**config.mk**
```make
export PLATFORM = sky130hd
export DESIGN_NAME = lane_uop_seq
export DESIGN_NICKNAME = d
export VERILOG_FILES = /design/src/rtl/lus_pkg.sv /design/src/rtl/lus_decode.sv /design/src/rtl/lus_step.sv /design/src/rtl/lane_uop_seq.sv
export SDC_FILE = /design/constraint.sdc
export NUM_CORES = 1
export LEC_CHECK = 0
export BUFFER_PORTS_ARGS = -buffer_cell sky130_fd_sc_hd__buf_2
export CORE_UTILIZATION = 45
export CTS_CLUSTER_DIAMETER = 40
export DETAILED_ROUTE_END_ITERATION = 12
export PLACE_DENSITY = 0.72
export RECOVER_POWER = 25
export SLEW_MARGIN = 5
export SYNTH_ARGS = -nofsm -noshare
export SYNTH_HDL_FRONTEND = slang
export SYNTH_SLANG_ARGS = --single-unit
```
**constraint.sdc**
```tcl
create_clock -name clk -period 6.8 [get_ports clk]
set_clock_uncertainty 0.2 [all_clocks]
set_input_delay 1.02 -clock clk [delete_from_list [all_inputs] [get_ports clk]]
set_output_delay 1.02 -clock clk [all_outputs]
set_load 0.02 [all_outputs]
```
**src/rtl/lus_pkg.sv**
```systemverilog
package lus_pkg;
  localparam int FW = 7;   // vector register index width
  localparam int IW = 4;   // integer register index width
  localparam int VW = 5;   // first vector register width
  localparam int LW = 3;   // lane width
  localparam int AW = 2;   // alignment width
  localparam int SW = 2;   // stride width
  localparam int CW = 3;   // element / register count width
  localparam int BW = 5;   // byte count width
  localparam int STW = 2;  // step counter width
  localparam logic [FW-1:0] SCRATCH = FW'(64);
  localparam logic [IW-1:0] OFS_NONE = IW'(15);
  localparam logic [IW-1:0] OFS_IMM = IW'(13);

  typedef enum logic [2:0] {
    K_RD = 3'd0, K_WR = 3'd1, K_ADDI = 3'd2, K_ADDR = 3'd3,
    K_UNPK = 3'd4, K_PACK = 3'd5
  } kind_e;

  typedef enum logic [2:0] {
    V_NONE = 3'd0, V_2_2 = 3'd1, V_2_4 = 3'd2, V_2_6 = 3'd3,
    V_4_6 = 3'd4, V_2_8 = 3'd5, V_4_8 = 3'd6
  } var_e;

  typedef struct packed {
    logic          store;
    logic          all;
    logic [CW-1:0] elems;
    logic [CW-1:0] regs;
    logic [1:0]    size;
    logic [LW-1:0] lane;
    logic [IW-1:0] base;
    logic [VW-1:0] first;
    logic [SW-1:0] stride;
    logic [AW-1:0] align;
    logic [IW-1:0] ofs;
  } req_t;

  typedef struct packed {
    kind_e         kind;
    var_e          vsel;
    logic [BW-1:0] bytes;
    logic [FW-1:0] dst;
    logic [FW-1:0] src;
    logic [IW-1:0] base;
    logic [IW-1:0] ofs;
    logic [SW:0]   stride;
    logic [LW-1:0] lane;
    logic          all;
    logic [AW-1:0] align;
    logic          delay;
    logic          last;
  } uop_t;
endpackage

```
**src/rtl/lus_decode.sv**
```systemverilog
module lus_decode
  import lus_pkg::*;
(
  input  req_t          r,
  output logic          legal,
  output logic          wb,
  output logic          wb_imm,
  output logic [BW-1:0] bytes,
  output logic [CW-1:0] nmix,
  output logic [CW-1:0] total,
  output var_e          vsel
);
  logic          shape_ok;
  logic          bytes_ok;
  logic [BW-1:0] ebytes;

  assign ebytes = BW'(1) << r.size;
  assign bytes  = BW'(ebytes * BW'(r.elems));
  assign wb     = (r.ofs != OFS_NONE);
  assign wb_imm = (r.ofs == OFS_IMM);
  assign nmix   = (r.elems == CW'(1)) ? r.regs : CW'(1);
  assign total  = CW'(1) + CW'(wb) + nmix;

  always_comb begin
    case (r.elems)
      CW'(4):  shape_ok = (r.regs == CW'(4));
      CW'(3):  shape_ok = (r.regs == CW'(3));
      CW'(2):  shape_ok = (r.regs == CW'(2));
      CW'(1):  shape_ok = (r.regs == CW'(1)) || (r.all && r.regs == CW'(2));
      default: shape_ok = 1'b0;
    endcase
    case (bytes)
      BW'(1), BW'(2), BW'(3), BW'(4),
      BW'(6), BW'(8), BW'(12), BW'(16): bytes_ok = 1'b1;
      default:                          bytes_ok = 1'b0;
    endcase
    case (r.elems)
      CW'(4):  vsel = (r.size == 2'd2) ? V_4_8 : V_2_8;
      CW'(3):  vsel = (r.size == 2'd2) ? V_4_6 : V_2_6;
      CW'(2):  vsel = V_2_4;
      default: vsel = V_2_2;
    endcase
  end

  assign legal = shape_ok && bytes_ok && (r.size != 2'd3) && !(r.store && r.all);
endmodule

```
**src/rtl/lus_step.sv**
```systemverilog
module lus_step
  import lus_pkg::*;
(
  input  req_t           r,
  input  logic           wb,
  input  logic           wb_imm,
  input  logic [BW-1:0]  bytes,
  input  logic [CW-1:0]  nmix,
  input  logic [CW-1:0]  total,
  input  var_e           vsel,
  input  logic [STW-1:0] step,
  output uop_t           u
);
  logic [STW-1:0] ofs_idx;
  logic [FW-1:0]  vreg;
  logic [CW-1:0]  stepw;

  assign stepw = CW'(step);
  assign ofs_idx = r.store ? step : (step - STW'(1) - STW'(wb));
  assign vreg = FW'((FW'(r.first) + FW'(ofs_idx)) << 1);

  always_comb begin
    u        = '0;
    u.vsel   = V_NONE;
    u.bytes  = bytes;
    u.base   = r.base;
    u.ofs    = r.ofs;
    u.stride = {r.stride, 1'b0};
    u.lane   = r.lane;
    u.all    = r.all;
    u.align  = r.align;
    u.last   = (stepw + CW'(1) == total);
    u.delay  = !u.last;
    if (r.store) begin
      if (stepw < nmix) begin
        u.kind = K_PACK;
        u.vsel = vsel;
        u.dst  = SCRATCH;
        u.src  = vreg;
      end else if (stepw == nmix) begin
        u.kind = K_WR;
        u.src  = SCRATCH;
      end else begin
        u.kind = wb_imm ? K_ADDI : K_ADDR;
      end
    end else begin
      if (step == '0) begin
        u.kind = K_RD;
        u.dst  = SCRATCH;
      end else if (step == STW'(1) && wb) begin
        u.kind = wb_imm ? K_ADDI : K_ADDR;
      end else begin
        u.kind = K_UNPK;
        u.vsel = vsel;
        u.dst  = vreg;
        u.src  = SCRATCH;
      end
    end
  end
endmodule

```
**src/rtl/lane_uop_seq.sv**
```systemverilog
module lane_uop_seq
  import lus_pkg::*;
(
  input  logic          clk,
  input  logic          rst,
  input  logic          in_valid,
  output logic          in_ready,
  input  logic          in_store,
  input  logic          in_all,
  input  logic [CW-1:0] in_elems,
  input  logic [CW-1:0] in_regs,
  input  logic [1:0]    in_size,
  input  logic [LW-1:0] in_lane,
  input  logic [IW-1:0] in_base,
  input  logic [VW-1:0] in_first,
  input  logic [SW-1:0] in_stride,
  input  logic [AW-1:0] in_align,
  input  logic [IW-1:0] in_ofs,
  output logic          out_valid,
  input  logic          out_ready,
  output logic [2:0]    out_kind,
  output logic [2:0]    out_variant,
  output logic [BW-1:0] out_bytes,
  output logic [FW-1:0] out_dst,
  output logic [FW-1:0] out_src,
  output logic [IW-1:0] out_base,
  output logic [IW-1:0] out_ofs,
  output logic [SW:0]   out_stride,
  output logic [LW-1:0] out_lane,
  output logic          out_all,
  output logic [AW-1:0] out_align,
  output logic          out_delay,
  output logic          out_last,
  output logic          err
);
  req_t           in_req, held, sel_req;
  uop_t           o_desc, nxt;
  logic           o_valid, err_q;
  logic [STW-1:0] step, sel_step;
  logic           accept, advance;
  logic           legal, wb, wb_imm;
  logic [BW-1:0]  bytes;
  logic [CW-1:0]  nmix, total;
  var_e           vsel;

  always_comb begin
    in_req.store  = in_store;
    in_req.all    = in_all;
    in_req.elems  = in_elems;
    in_req.regs   = in_regs;
    in_req.size   = in_size;
    in_req.lane   = in_lane;
    in_req.base   = in_base;
    in_req.first  = in_first;
    in_req.stride = in_stride;
    in_req.align  = in_align;
    in_req.ofs    = in_ofs;
  end

  assign in_ready = !o_valid || (out_ready && o_desc.last);
  assign accept   = in_valid && in_ready;
  assign advance  = o_valid && out_ready && !o_desc.last;
  assign sel_req  = accept ? in_req : held;
  assign sel_step = accept ? '0 : step + STW'(1);

  lus_decode u_dec (
    .r(sel_req), .legal(legal), .wb(wb), .wb_imm(wb_imm), .bytes(bytes),
    .nmix(nmix), .total(total), .vsel(vsel)
  );

  lus_step u_step (
    .r(sel_req), .wb(wb), .wb_imm(wb_imm), .bytes(bytes), .nmix(nmix),
    .total(total), .vsel(vsel), .step(sel_step), .u(nxt)
  );

  always_ff @(posedge clk) begin
    if (rst) begin
      o_valid <= 1'b0;
      err_q   <= 1'b0;
      step    <= '0;
      held    <= '0;
      o_desc  <= '0;
    end else begin
      err_q <= accept && !legal;
      if (accept && legal) begin
        held    <= in_req;
        step    <= '0;
        o_valid <= 1'b1;
        o_desc  <= nxt;
      end else if (advance) begin
        step   <= sel_step;
        o_desc <= nxt;
      end else if (o_valid && out_ready) begin
        o_valid <= 1'b0;
      end
    end
  end

  assign out_valid   = o_valid;
  assign err         = err_q;
  assign out_kind    = o_desc.kind;
  assign out_variant = o_desc.vsel;
  assign out_bytes   = o_desc.bytes;
  assign out_dst     = o_desc.dst;
  assign out_src     = o_desc.src;
  assign out_base    = o_desc.base;
  assign out_ofs     = o_desc.ofs;
  assign out_stride  = o_desc.stride;
  assign out_lane    = o_desc.lane;
  assign out_all     = o_desc.all;
  assign out_align   = o_desc.align;
  assign out_delay   = o_desc.delay;
  assign out_last    = o_desc.last;

  p_hold_r9: assert property (@(posedge clk) disable iff (rst)
    o_valid && !out_ready |=> o_valid && $stable(o_desc));
  p_continue_r3: assert property (@(posedge clk) disable iff (rst)
    o_valid && out_ready && !o_desc.last |=> o_valid);
  p_drain_r3: assert property (@(posedge clk) disable iff (rst)
    o_valid && out_ready && o_desc.last && !in_valid |=> !o_valid);
  p_err_quiet_r2: assert property (@(posedge clk) disable iff (rst)
    err |-> !o_valid);
  p_mix_var_r7: assert property (@(posedge clk) disable iff (rst)
    o_valid && (o_desc.kind == K_UNPK || o_desc.kind == K_PACK) |-> o_desc.vsel != V_NONE);
  p_b2b_r10: assert property (@(posedge clk) disable iff (rst)
    o_valid && out_ready && o_desc.last && in_valid |=> (o_valid || err));
endmodule

```
==> key figures <==
Clocking
  – H-tree levels: 3
  – CTS tree: yes
  – Post-CTS Resized: 0
  – Post-CTS Setup Bufs: 0
  – Post-CTS Hold Buffers: 0
  – Root Buffer Master: clkbuf_8
  – CTS clk-pin slew, worst paths: 90 ps
  – CTS buffer count: 9
  – Clock latency at the later pin of the worst-skew pair: 360 ps
  – CTS sink count: 75
  – Clock Tree Buf Depth: 2

Synth
  – Mapped cell area: roughly 4400 um2
  – #FFs+latches synth: 75
  – Syn avg cell area: 8.20 um2
  – Synth Warn #: 0
  – EDFF count, synth: 0
  – Synthesized instance count: 538
  – Sequential area share after synthesis: about a third
  – Synth async-reset ratio: 0%
  – Main flop type after synthesis: dfxtp_1
  – Synth cell types: 60

Power
  – Seq pwr share: 46.2%
  – Gate power share: 12.2%
  – Clock share of power: 41.5%
  – Sw Ratio: 27.1%
  – Leak Pwr: between 1.5 and 2 nW
  – Switching Power: 0.259 mW
  – IR Drop Worst-Case VDD: 0.102 mV
  – Int Power: 0.696 mW
  – Pwr Density: 191 nW/um2

Die
  – # IOs: between 80 and 90
  – DIE HEIGHT: just over 100 um
  – Starting Density: 47.1%
  – Die X: 101 um
  – Row count: 35
  – Core outline area: between 9000 and 10000 um2
  – Die footprint: between 10000 and 15000 um2

Timing
  – Final period utilization: 85.9%
  – Worst-Margin Slew: 1040 ps
  – Final Max Tran Viols: 0
  – Setup TNS Final: 0 ps
  – Relative slew margins: 30.6%
  – Setup violators final: 0
  – Final hold vios: 0
  – RSZ-0062 raised after global routing: false
  – Worst hold margin: between 200 and 300 ps
  – Tmin final: approximately 6000 ps
  – Fmax: 171 MHz

Setup path
  – CP Launch Point: out_ready
  – Max stage delay cell, worst path: or4_4
  – CP max stage delay: approximately 550 ps
  – Req. time, crit path: between 6000 and 7000 ps
  – Worst-path fanout max: 49
  – Most used cell, CP: fa_1
  – Critical Path End Type: flop
  – Worst EP arrival: 5910 ps
  – Critical path class: in2reg
  – R2r startpoint: out_valid
  – Crit start category: primary input
  – Crit path cell chain: buf_2, a21boi_4, inv_4, nand2_1, a31oi_1, or2_2, fa_1, inv_1, ha_1, fa_1, xor2_1, and3_1, or4_4, a41oi_4, buf_4, a211oi_1, a311oi_1

Placement
  – # port buffers: 77
  – GP Congestion: roughly 0.94
  – HPWL Detailed: around 8000 um

Layout
  – Fraction of layout cells with a size suffix above 1: 15.5%
  – Fillers: approximately 900
  – Commonest non-fill, non-tap cell in the layout: nand2_1
  – Most frequent cells in the layout: nand2_1, dfxtp_1, buf_2, o21ai_0, a21oi_1
  – Nets: 644
  – Core Util, Final: 53.4%
  – ANT cells: 0
  – Area growth from synthesis to layout: 13.3%

Routing
  – DR WL/cell: 16.5 um
  – Remaining DRCs: 0
  – Routed wire length: 12000 um
  – Via density: 5.83
  – Drt pass-1 iters: 6
  – Final ANT Viol Nets: 0
  – DR vias: 4246
  – Initial DRC Count: 264

Global routing
  – First-pass GRT wire length: 19700 um
  – Largest net degree at the start of global routing: 67
  – Antenna violations before repair: 0
  – Congestion Overflow GR: 0
  – GRT Util Overall: between 20% and 30%
  – Vias in the first global route: 3948

Outcome
  – Status: complete, no violations

Worst hold path
  – Hold Crit Class: reg2reg
  – Hold_sp: out_src[5]

Job
  – Max Cap Violations: 0
-- state kept, by name, summed over array words and instances (netlist names) --
register and count:
out_src 6, step 2, out_align 2, err 1, out_dst 6, out_bytes 5
out_last 1, out_base 4, out_ofs 4, out_delay 1, out_stride 2, out_all 1
out_valid 1, out_kind 3, out_lane 3, held 30, out_variant 3
-- logic make-up after synthesis --
group,share of synthesized area [%]
AO/OA/AOI/OAI,24.8
XOR/XNOR,2.38
adder cells (fa/ha/maj),5.39
buffers and inverters,6.66
flip-flops,34.0
multiplexers,6.32
other,0.0850
AND/OR/NAND/NOR,20.3
-- power by group through the flow --
| stage | Combinational (mW) | Sequential (mW) | Clock [mW] |
|---|---|---|---|
| 2_1_floorplan | 0.0782 | 0.453 | 0 |
| 3_3_place_gp | 0.114 | 0.452 | 0 |
| 3_5_place_dp | 0.116 | 0.452 | 0 |
| 4_1_cts | 0.116 | 0.442 | 0.401 |
| 5_1_grt | 0.128 | 0.442 | 0.420 |
| 6_report | 0.117 | 0.442 | 0.396 |
-- cell usage after synthesis (3+ instances only) --
master	number	area share, %
nand4_1	5	0.71
a311oi_1	18	3.6
o21ai_0	43	4.9
a211oi_1	22	3.7
mux2_2	7	1.8
inv_1	16	1.4
xnor2_1	9	1.8
a211o_1	3	0.60
nand2b_1	3	0.43
a31oi_1	5	0.71
ha_1	11	3.1
o211ai_1	5	0.85
dfxtp_1	75	34
nor2b_1	6	0.85
a21oi_1	42	4.8
fa_1	5	2.3
nand3b_1	3	0.51
buf_2	5	0.57
buf_6	6	1.5
and3_1	4	0.57
clkbuf_1	25	2.1
nor2_1	22	1.9
a21o_1	4	0.68
mux2i_1	20	4.5
nand2_1	78	6.6
xor2_1	3	0.60
buf_4	5	0.85
nand3_1	35	4.0
nor3_1	8	0.91
nor3b_1	6	1.0
-- worst max-delay path, delay by kind of cell --
| kind | cells | cell delay, ps |
|---|---|---|
| AOI/OAI and AO/OA | 5 | 1290 |
| xor gates and xnor gates | 1 | 190 |
| adders and majority gates | 3 | 1050 |
| buffers and inverters | 4 | 760 |
| and+or+nand+nor | 4 | 1560 |
-- metrics by stage --
| stage | total power [mW] | setup slack, ps | cell area, um2 | std cells |
|---|---|---|---|---|
| final | 0.955 | 958 | 5000 | 728 |
| after global placement | 0.566 | 695 | 4810 | 712 |
| after detailed placement | 0.568 | 576 | 4810 | 712 |
| after global routing | 0.989 | 671 | 5000 | 728 |
| after floorplan | 0.532 | 909 | 4420 | 540 |
| after CTS | 0.959 | 945 | 5040 | 728 |
-- layout make-up --
| cell class | count | area [um2] | area share [%] |
|---|---|---|---|
| clock inverter | 5 | 85.1 | 1.70 |
| multi-input combinational | 406 | 2640 | 52.7 |
| tap | 129 | 161 | 3.23 |
| inverter | 17 | 66.3 | 1.33 |
| timing repair buffer | 85 | 409 | 8.18 |
| sequential | 75 | 1500 | 30.0 |
| clock buffer | 11 | 141 | 2.83 |
-- path summary, 6_finish.rpt --
path,endpoint,slack (ps),depth (start not counted)
min reg2reg,out_src[5],260,2
max reg2reg,out_ofs[1],1350,16
max,out_ofs[1],960,17
min,out_src[5],260,2
-- per-layer routing --
layer	vias up	global-route usage [%]	wire, um
met5	-	0	0
met4	0	9.70	286
met3	24	4.92	693
met2	140	38.8	5630
met1	2025	32.5	5410
li1	2057	-	-
No activity file was read; power rests on OpenSTA's default activity.
